--- src/rtl/i2c_crc_pkg.sv ---
package i2c_crc_pkg;

    typedef enum logic [2:0] {
        S_IDLE,
        S_RX,
        S_ACK,
        S_TX,
        S_TXACK,
        S_WAIT
    } bus_st_e;

    // which byte of the transfer the shifter is working on
    typedef enum logic [2:0] {
        P_DEV,
        P_REG,
        P_DAT,
        P_CRC,
        P_OVER,
        P_TXD,
        P_TXC
    } phase_e;

    localparam logic [7:0] CRC_POLY = 8'h1D;
    localparam logic [7:0] CRC_SEED = 8'hFF;

endpackage

--- src/rtl/i2c_line_sync.sv ---
module i2c_line_sync #(
    parameter int STAGES = 2
) (
    input  logic clk,
    input  logic rst_n,
    input  logic scl_i,
    input  logic sda_i,
    output logic sda_lvl,
    output logic scl_rise,
    output logic scl_fall,
    output logic start_det,
    output logic stop_det
);

    typedef struct packed {
        logic [STAGES-1:0] scl_sh;
        logic [STAGES-1:0] sda_sh;
        logic              scl_prev;
        logic              sda_prev;
    } sync_t;

    sync_t cq, nx;

    logic scl_now;
    logic sda_now;

    assign scl_now = cq.scl_sh[STAGES-1];
    assign sda_now = cq.sda_sh[STAGES-1];

    always_comb begin
        nx          = cq;
        nx.scl_sh   = {cq.scl_sh[STAGES-2:0], scl_i};
        nx.sda_sh   = {cq.sda_sh[STAGES-2:0], sda_i};
        nx.scl_prev = scl_now;
        nx.sda_prev = sda_now;
    end

    always_ff @(posedge clk or negedge rst_n) begin
        if (!rst_n) begin
            cq <= '1;
        end else begin
            cq <= nx;
        end
    end

    assign sda_lvl   = sda_now;
    assign scl_rise  = scl_now & ~cq.scl_prev;
    assign scl_fall  = ~scl_now & cq.scl_prev;
    assign start_det = scl_now & cq.scl_prev & cq.sda_prev & ~sda_now;
    assign stop_det  = scl_now & cq.scl_prev & ~cq.sda_prev & sda_now;

endmodule

--- src/rtl/crc8_byte.sv ---
module crc8_byte #(
    parameter int             W    = 8,
    parameter logic [W-1:0]   POLY = 'h1D
) (
    input  logic [W-1:0] seed,
    input  logic [W-1:0] data,
    output logic [W-1:0] result
);

    logic [W-1:0] stage [0:W];

    assign stage[0] = seed ^ data;

    for (genvar i = 0; i < W; i++) begin : g_bit
        assign stage[i+1] = stage[i][W-1] ? ({stage[i][W-2:0], 1'b0} ^ POLY)
                                          :  {stage[i][W-2:0], 1'b0};
    end

    assign result = stage[W];

endmodule

--- src/rtl/i2c_crc_target.sv ---
module i2c_crc_target
    import i2c_crc_pkg::*;
#(
    parameter int         W           = 8,
    parameter logic [6:0] DEV_ADDR    = 7'h08,
    parameter logic [7:0] MAX_REG     = 8'h82,
    parameter int         SYNC_STAGES = 2
) (
    input  logic         clk,
    input  logic         rst_n,
    input  logic         scl_i,
    input  logic         sda_i,
    output logic         sda_oe,
    input  logic         crc_mode,
    output logic         rf_we,
    output logic [W-1:0] rf_addr,
    output logic [W-1:0] rf_wdata,
    input  logic [W-1:0] rf_rdata,
    output logic         crc_err
);

    localparam int            CW       = $clog2(W + 1);
    localparam logic [CW-1:0] CNT_FULL = CW'(W);
    localparam logic [CW-1:0] CNT_LAST = CW'(W - 1);

    typedef struct packed {
        bus_st_e       st;
        phase_e        ph;
        logic [W-1:0]  sh;
        logic [CW-1:0] cnt;
        logic          ack;
        logic          oe;
        logic [W-1:0]  ptr;
        logic [W-1:0]  wdat;
        logic          we;
        logic [W-1:0]  crc;
        logic          err;
    } tgt_t;

    tgt_t cq, nx;

    logic sda_lvl, scl_rise, scl_fall, start_det, stop_det;

    i2c_line_sync #(.STAGES(SYNC_STAGES)) u_sync (
        .clk      (clk),
        .rst_n    (rst_n),
        .scl_i    (scl_i),
        .sda_i    (sda_i),
        .sda_lvl  (sda_lvl),
        .scl_rise (scl_rise),
        .scl_fall (scl_fall),
        .start_det(start_det),
        .stop_det (stop_det)
    );

    // unit A folds one byte into the running CRC; unit B then folds in the pointer
    logic [W-1:0] crc_seed_a, crc_data_a, crc_a, crc_b;

    assign crc_seed_a = (cq.ph == P_DEV) ? W'(CRC_SEED) : cq.crc;
    assign crc_data_a = (cq.st == S_ACK) ? rf_rdata : cq.sh;

    crc8_byte #(.W(W), .POLY(W'(CRC_POLY))) u_crc_a (
        .seed  (crc_seed_a),
        .data  (crc_data_a),
        .result(crc_a)
    );

    crc8_byte #(.W(W), .POLY(W'(CRC_POLY))) u_crc_b (
        .seed  (crc_a),
        .data  (cq.ptr),
        .result(crc_b)
    );

    always_comb begin
        nx    = cq;
        nx.we = 1'b0;
        if (stop_det) begin
            nx.st = S_IDLE;
            nx.oe = 1'b0;
        end else if (start_det) begin
            nx.st  = S_RX;
            nx.ph  = P_DEV;
            nx.cnt = '0;
            nx.oe  = 1'b0;
        end else begin
            case (cq.st)
                S_RX: begin
                    if (scl_rise && cq.cnt < CNT_FULL) begin
                        nx.sh  = {cq.sh[W-2:0], sda_lvl};
                        nx.cnt = cq.cnt + CW'(1);
                    end else if (scl_fall && cq.cnt == CNT_FULL) begin
                        nx.st  = S_ACK;
                        nx.ack = 1'b0;
                        case (cq.ph)
                            P_DEV: begin
                                if (cq.sh[W-1:1] == DEV_ADDR) begin
                                    nx.ack = 1'b1;
                                    nx.ph  = cq.sh[0] ? P_TXD : P_REG;
                                    nx.crc = cq.sh[0] ? crc_b : crc_a;
                                end
                            end
                            P_REG: begin
                                if (cq.sh <= MAX_REG) begin
                                    nx.ack = 1'b1;
                                    nx.ptr = cq.sh;
                                    nx.crc = crc_a;
                                    nx.ph  = P_DAT;
                                end
                            end
                            P_DAT: begin
                                nx.ack  = 1'b1;
                                nx.crc  = crc_a;
                                nx.wdat = cq.sh;
                                if (crc_mode) begin
                                    nx.ph = P_CRC;
                                end else begin
                                    nx.we = 1'b1;
                                    nx.ph = P_OVER;
                                end
                            end
                            P_CRC: begin
                                if (cq.sh == cq.crc) begin
                                    nx.ack = 1'b1;
                                    nx.we  = 1'b1;
                                    nx.ph  = P_OVER;
                                end else begin
                                    nx.err = 1'b1;
                                end
                            end
                            default: nx.ack = 1'b0;
                        endcase
                        nx.oe = nx.ack;
                    end
                end
                S_ACK: begin
                    if (scl_fall) begin
                        nx.oe = 1'b0;
                        if (!cq.ack) begin
                            nx.st = S_WAIT;
                        end else if (cq.ph == P_TXD) begin
                            nx.sh  = rf_rdata;
                            nx.crc = crc_a;
                            nx.cnt = '0;
                            nx.oe  = ~rf_rdata[W-1];
                            nx.st  = S_TX;
                        end else begin
                            nx.cnt = '0;
                            nx.st  = S_RX;
                        end
                    end
                end
                S_TX: begin
                    if (scl_fall) begin
                        if (cq.cnt == CNT_LAST) begin
                            nx.oe = 1'b0;
                            nx.st = S_TXACK;
                        end else begin
                            nx.sh  = {cq.sh[W-2:0], 1'b0};
                            nx.cnt = cq.cnt + CW'(1);
                            nx.oe  = ~cq.sh[W-2];
                        end
                    end
                end
                S_TXACK: begin
                    if (scl_rise) begin
                        nx.ack = ~sda_lvl;
                    end else if (scl_fall) begin
                        if (cq.ack && cq.ph == P_TXD && crc_mode) begin
                            nx.ph  = P_TXC;
                            nx.sh  = cq.crc;
                            nx.cnt = '0;
                            nx.oe  = ~cq.crc[W-1];
                            nx.st  = S_TX;
                        end else begin
                            nx.st = S_WAIT;
                        end
                    end
                end
                default: nx.oe = 1'b0;
            endcase
        end
    end

    always_ff @(posedge clk or negedge rst_n) begin
        if (!rst_n) begin
            cq      <= '0;
            cq.st   <= S_IDLE;
            cq.ph   <= P_DEV;
            cq.crc  <= W'(CRC_SEED);
        end else begin
            cq <= nx;
        end
    end

    assign sda_oe   = cq.oe;
    assign rf_we    = cq.we;
    assign rf_addr  = cq.ptr;
    assign rf_wdata = cq.wdat;
    assign crc_err  = cq.err;

    // a commit is exactly one clock wide
    p_single_strobe_r3: assert property (@(posedge clk) disable iff (!rst_n)
        rf_we |=> !rf_we);

    // no commit can target a register beyond the map
    p_commit_in_map_r6: assert property (@(posedge clk) disable iff (!rst_n)
        rf_we |-> (rf_addr <= MAX_REG));

    // the error flag never falls back without reset
    p_err_sticky_r5: assert property (@(posedge clk) disable iff (!rst_n)
        crc_err |=> crc_err);

    // the edge that raises the flag carries neither a write nor an ACK
    p_err_no_commit_r5: assert property (@(posedge clk) disable iff (!rst_n)
        $rose(crc_err) |-> (!rf_we && !sda_oe));

    // a STOP always leaves SDA released and no commit pending
    p_stop_releases_r10: assert property (@(posedge clk) disable iff (!rst_n)
        stop_det |=> (!sda_oe && !rf_we));

endmodule

--- config.mk ---
export PLATFORM = sky130hd
export DESIGN_NAME = i2c_crc_target
export DESIGN_NICKNAME = d
export VERILOG_FILES = /design/src/rtl/i2c_crc_pkg.sv /design/src/rtl/i2c_line_sync.sv /design/src/rtl/crc8_byte.sv /design/src/rtl/i2c_crc_target.sv
export SDC_FILE = /design/constraint.sdc
export NUM_CORES = 1
export LEC_CHECK = 0
export ABC_CLOCK_PERIOD_IN_PS = 5750
export BUFFER_PORTS_ARGS = -buffer_cell sky130_fd_sc_hd__buf_2
export CORE_MARGIN = 1.5
export CORE_UTILIZATION = 60
export CTS_CLUSTER_DIAMETER = 60
export DETAILED_ROUTE_END_ITERATION = 8
export PLACE_DENSITY = 0.85
export SLEW_MARGIN = 5
export SYNTH_ARGS = -nofsm -noshare
export SYNTH_HDL_FRONTEND = slang
export SYNTH_SLANG_ARGS = --single-unit
--- constraint.sdc ---
create_clock -name clk -period 5.75 [get_ports clk]
set_clock_uncertainty 0.15 [all_clocks]
set_input_delay 0.2875 -clock clk [delete_from_list [all_inputs] [get_ports clk]]
set_output_delay 0.2875 -clock clk [all_outputs]
set_load 0.005 [all_outputs]
==> metrics.md <==
| Metric | Value |
|---|---|
| Grt ovf | `0` |
| DP Wirelength | `6570 um` |
| RePlAce Congestion | `0.938` |
| Max Transition Viols Final | `0` |
| Avg Cell Area, Syn | `9.14 um2` |
| First-pass GRT wire length | `14800 um` |
| Max stage delay on crit path | `1.01 ns` |
| Root buf cell | `clkbuf_8` |
| Die Y | `84.9 um` |
| # fillers | `496` |
| Initial core utilization | `0.626` |
| CP dominant cell by count | `xnor2_1` |
| Combined area of the multi-input logic cells | `2390 um2` |
| Via count | `3216` |
| Worst-Margin Slew | `1.21 ns` |
| Clock Sinks | `52` |
| Hold Path Stages | `4` |
| Flop-to-flop setup slack | `1.99 ns` |
| WS Path Type | `flop to flop` |
| Crit path launch | `cq[42]` |
| Synth cell types | `59` |
| # IOs | `32` |
| Fin util | `0.650` |
| Drt via density | `6.26` |
| Ant. Diodes | `0` |
| Cell count after synthesis | `440` |
| Total CTS buffers | `5` |
| Critical Path AT | `3.86 ns` |
| Layout cells sized above 1 | `0.165` |
| Drt first pass iters | `7` |
| Post-CTS Repair Setup Buffers | `0` |
| Worst R2R End | `cq[4]` |
| Crit path launch type | `flop` |
| DRC | `7` |
| Clock transition at path regs | `0.10 ns` |
| Seq. cell area | `1320 um2` |
| Clk buf depth | `2` |
| Slowest CP cell | `nor3_1` |
| Crit path max fanout | `11` |
| Post-synthesis sequential area ratio | `0.328` |
| Final net count | `451` |
| Mapped cell area | `4020 um2` |
| Clock Latency Late Sink | `0.31 ns` |
| Hold Violations, Final | `0` |
| Antenna violations before repair | `0` |
| YS warnings | `0` |
| Post-Route WL | `8950 um` |
| Worst Path Required | `5.85 ns` |
| Maximum Capacitance Violations | `0` |
| DRC violation total after the first TritonRoute iteration | `298` |
| Yosys top cell area share | `0.237` |
| EDFF count, synth | `0` |
| Worst r2r path cells | `9` |
| Die width | `84.9 um` |
| Syn nets | `455` |
| Min-delay worst type | `input port to flop` |
| Top post-synthesis cells by area | `dfrtp_1 24%, dfstp_2 9.2%, xnor2_1 8.3%` |
| Hold Worst Slack | `0.198 ns` |
| Slew headroom | `0.184` |
| Failing checks | `design-rule violations` |
| Site row count | `29` |
| Crit path cell chain | `nor3_1 -> nor2_1 -> xnor2_1 -> xor2_1 -> xnor2_1 -> xnor3_1 -> xnor2_1 -> xnor2_1 -> o21ai_1` |
| Period minus WS final | `3.76 ns` |
| Max Freq | `266 MHz` |
| Layout area overhead | `3.92%` |
| CTS tree | `built` |
| RSZ-0062 raised after global routing | `false` |
| Endpoints failing setup | `0` |
| Core Box Area | `6420 um2` |
| CTS H-tree lvls | `2` |
| Synth async-reset ratio | `1.00` |
| Number of global-route vias before repair | `2982` |
| Gr usage total | `0.259` |
| Crit path capture type | `flop` |
| Ys flop type | `dfrtp_1` |
| Final period util | `0.654` |
| Setup TNS | `0 ns` |
| Largest net degree at the start of global routing | `53` |
| Outcome | `finished, violations left` |
| Routed len/inst | `17.4 um` |
| Remaining antenna violation count | `0` |
| Critical R2R Launch | `cq[42]` |
| Hold endpoint | `rf_we` |
| Die area | `7200 um2` |
| Cell accounting for the most synthesized area | `dfrtp_1` |
| Synth Register Bits | `52` |
| Critical hold path startpoint | `crc_mode` |
| Port Buffers | `31` |
[through the flow]
step | setup WS, ns | cells | cell area, um2
finish | 1.99 | 514 | 4180
global route | 1.60 | 514 | 4180
CTS | 2.07 | 514 | 4180
detailed placement | 2.07 | 503 | 4030
global placement | 2.24 | 503 | 4030
floorplan | 2.74 | 440 | 4020
[cells in the final DEF (no fill, tap or decap), types with 12 or more instances in the layout]
master | Yosys | final
o21ai_0 | 32 | 32
nor2_1 | 43 | 43
inv_1 | 15 | 15
xor2_1 | 29 | 29
dfstp_2 | 14 | 14
a21oi_1 | 19 | 19
buf_2 | 1 | 31
mux2_1 | 12 | 12
xnor2_1 | 38 | 38
nand2_1 | 30 | 30
dfrtp_1 | 38 | 38
[final cells by class]
cell class,instances,share of cell area
clock inverters,3,0.0111
multi-input cells,326,0.573
clock buffers,5,0.0165
flip-flops and latches,52,0.316
inverters,16,0.0144
well taps,77,0.0231
repair buffers,35,0.0461
[cell usage after synthesis (2+ instances only)]
| cell type | number |
|---|---|
| mux2i_1 | 11 |
| a21oi_1 | 19 |
| a311oi_1 | 2 |
| nand3_1 | 5 |
| o21ai_1 | 6 |
| o211ai_1 | 3 |
| dfrtp_1 | 38 |
| ha_1 | 2 |
| o22ai_1 | 11 |
| nor3_1 | 9 |
| xnor3_1 | 6 |
| nor4_1 | 3 |
| nand4b_1 | 3 |
| or3_1 | 5 |
| dfstp_2 | 14 |
| a31oi_1 | 3 |
| nand2_1 | 30 |
| clkbuf_1 | 20 |
| xnor2_1 | 38 |
| nand3b_1 | 3 |
| inv_1 | 15 |
| buf_1 | 6 |
| o21a_1 | 3 |
| buf_4 | 17 |
| a221oi_1 | 2 |
| xor2_1 | 29 |
| o21ai_0 | 32 |
| nor2_1 | 43 |
| mux2_2 | 7 |
| o221ai_1 | 6 |
| a211oi_1 | 2 |
| a22oi_1 | 3 |
| xnor2_2 | 4 |
| mux2_1 | 12 |
| nand2b_1 | 2 |
| a21o_1 | 2 |
| xor3_1 | 2 |
[flip-flops by register name, summed over array words and instances, names as in the netlist]
register and cells:
cq 27, crc_err 1, rf_addr 8, rf_wdata 8
rf_we 1, sda_oe 1, u_sync.cq 5, u_sync.sda_lvl 1
[kinds of logic (layout without fill, tap and decap cells)]
group | after synthesis | after routing | share of synthesized area
muxes | 31 | 31 | 0.0862
DFF | 52 | 52 | 0.328
adders and majority gates | 2 | 2 | 0.00622
buffers and inverters | 62 | 59 | 0.0762
xor gates and xnor gates | 81 | 81 | 0.218
AOI/OAI and AO/OA | 102 | 102 | 0.155
and+or+nand+nor | 110 | 110 | 0.130
[metal layers]
layer | vias to the layer above | wire [um] | share of wire | global-route usage
met3 | 26 | 693 | 0.077 | 0.0477
met1 | 1508 | 3740 | 0.42 | 0.336
met4 | 0 | 261 | 0.029 | 0.104
li1 | 1501 | - | - | -
met2 | 181 | 4250 | 0.48 | 0.430
met5 | - | 0 | 0 | 0
[worst max-delay path: cells and delay by family, from the launching register on]
| kind | cells | cell delay [ns] |
|---|---|---|
| AO/OA/AOI/OAI | 1 | 0.09 |
| XOR/XNOR | 6 | 1.79 |
| flip-flops | 1 | 0.49 |
| AND/OR/NAND/NOR | 2 | 1.16 |
[worst max-delay path by stage]
| stage | slack [ns] | end |
|---|---|---|
| CTS | 2.07 | cq[4] |
| global placement | 2.24 | cq[6] |
| floorplan | 2.74 | cq[6] |
| detailed placement | 2.07 | cq[6] |
| global route | 1.60 | cq[4] |
| finish | 1.99 | cq[4] |
[timing repair]
item	CTS	global route
resized for setup	0	0
endpoints found under the hold margin	40	0
hold buffers	3	0
Power is not shown: default switching activity piles up to over one toggle a cycle in this logic, so the estimate is an artifact.
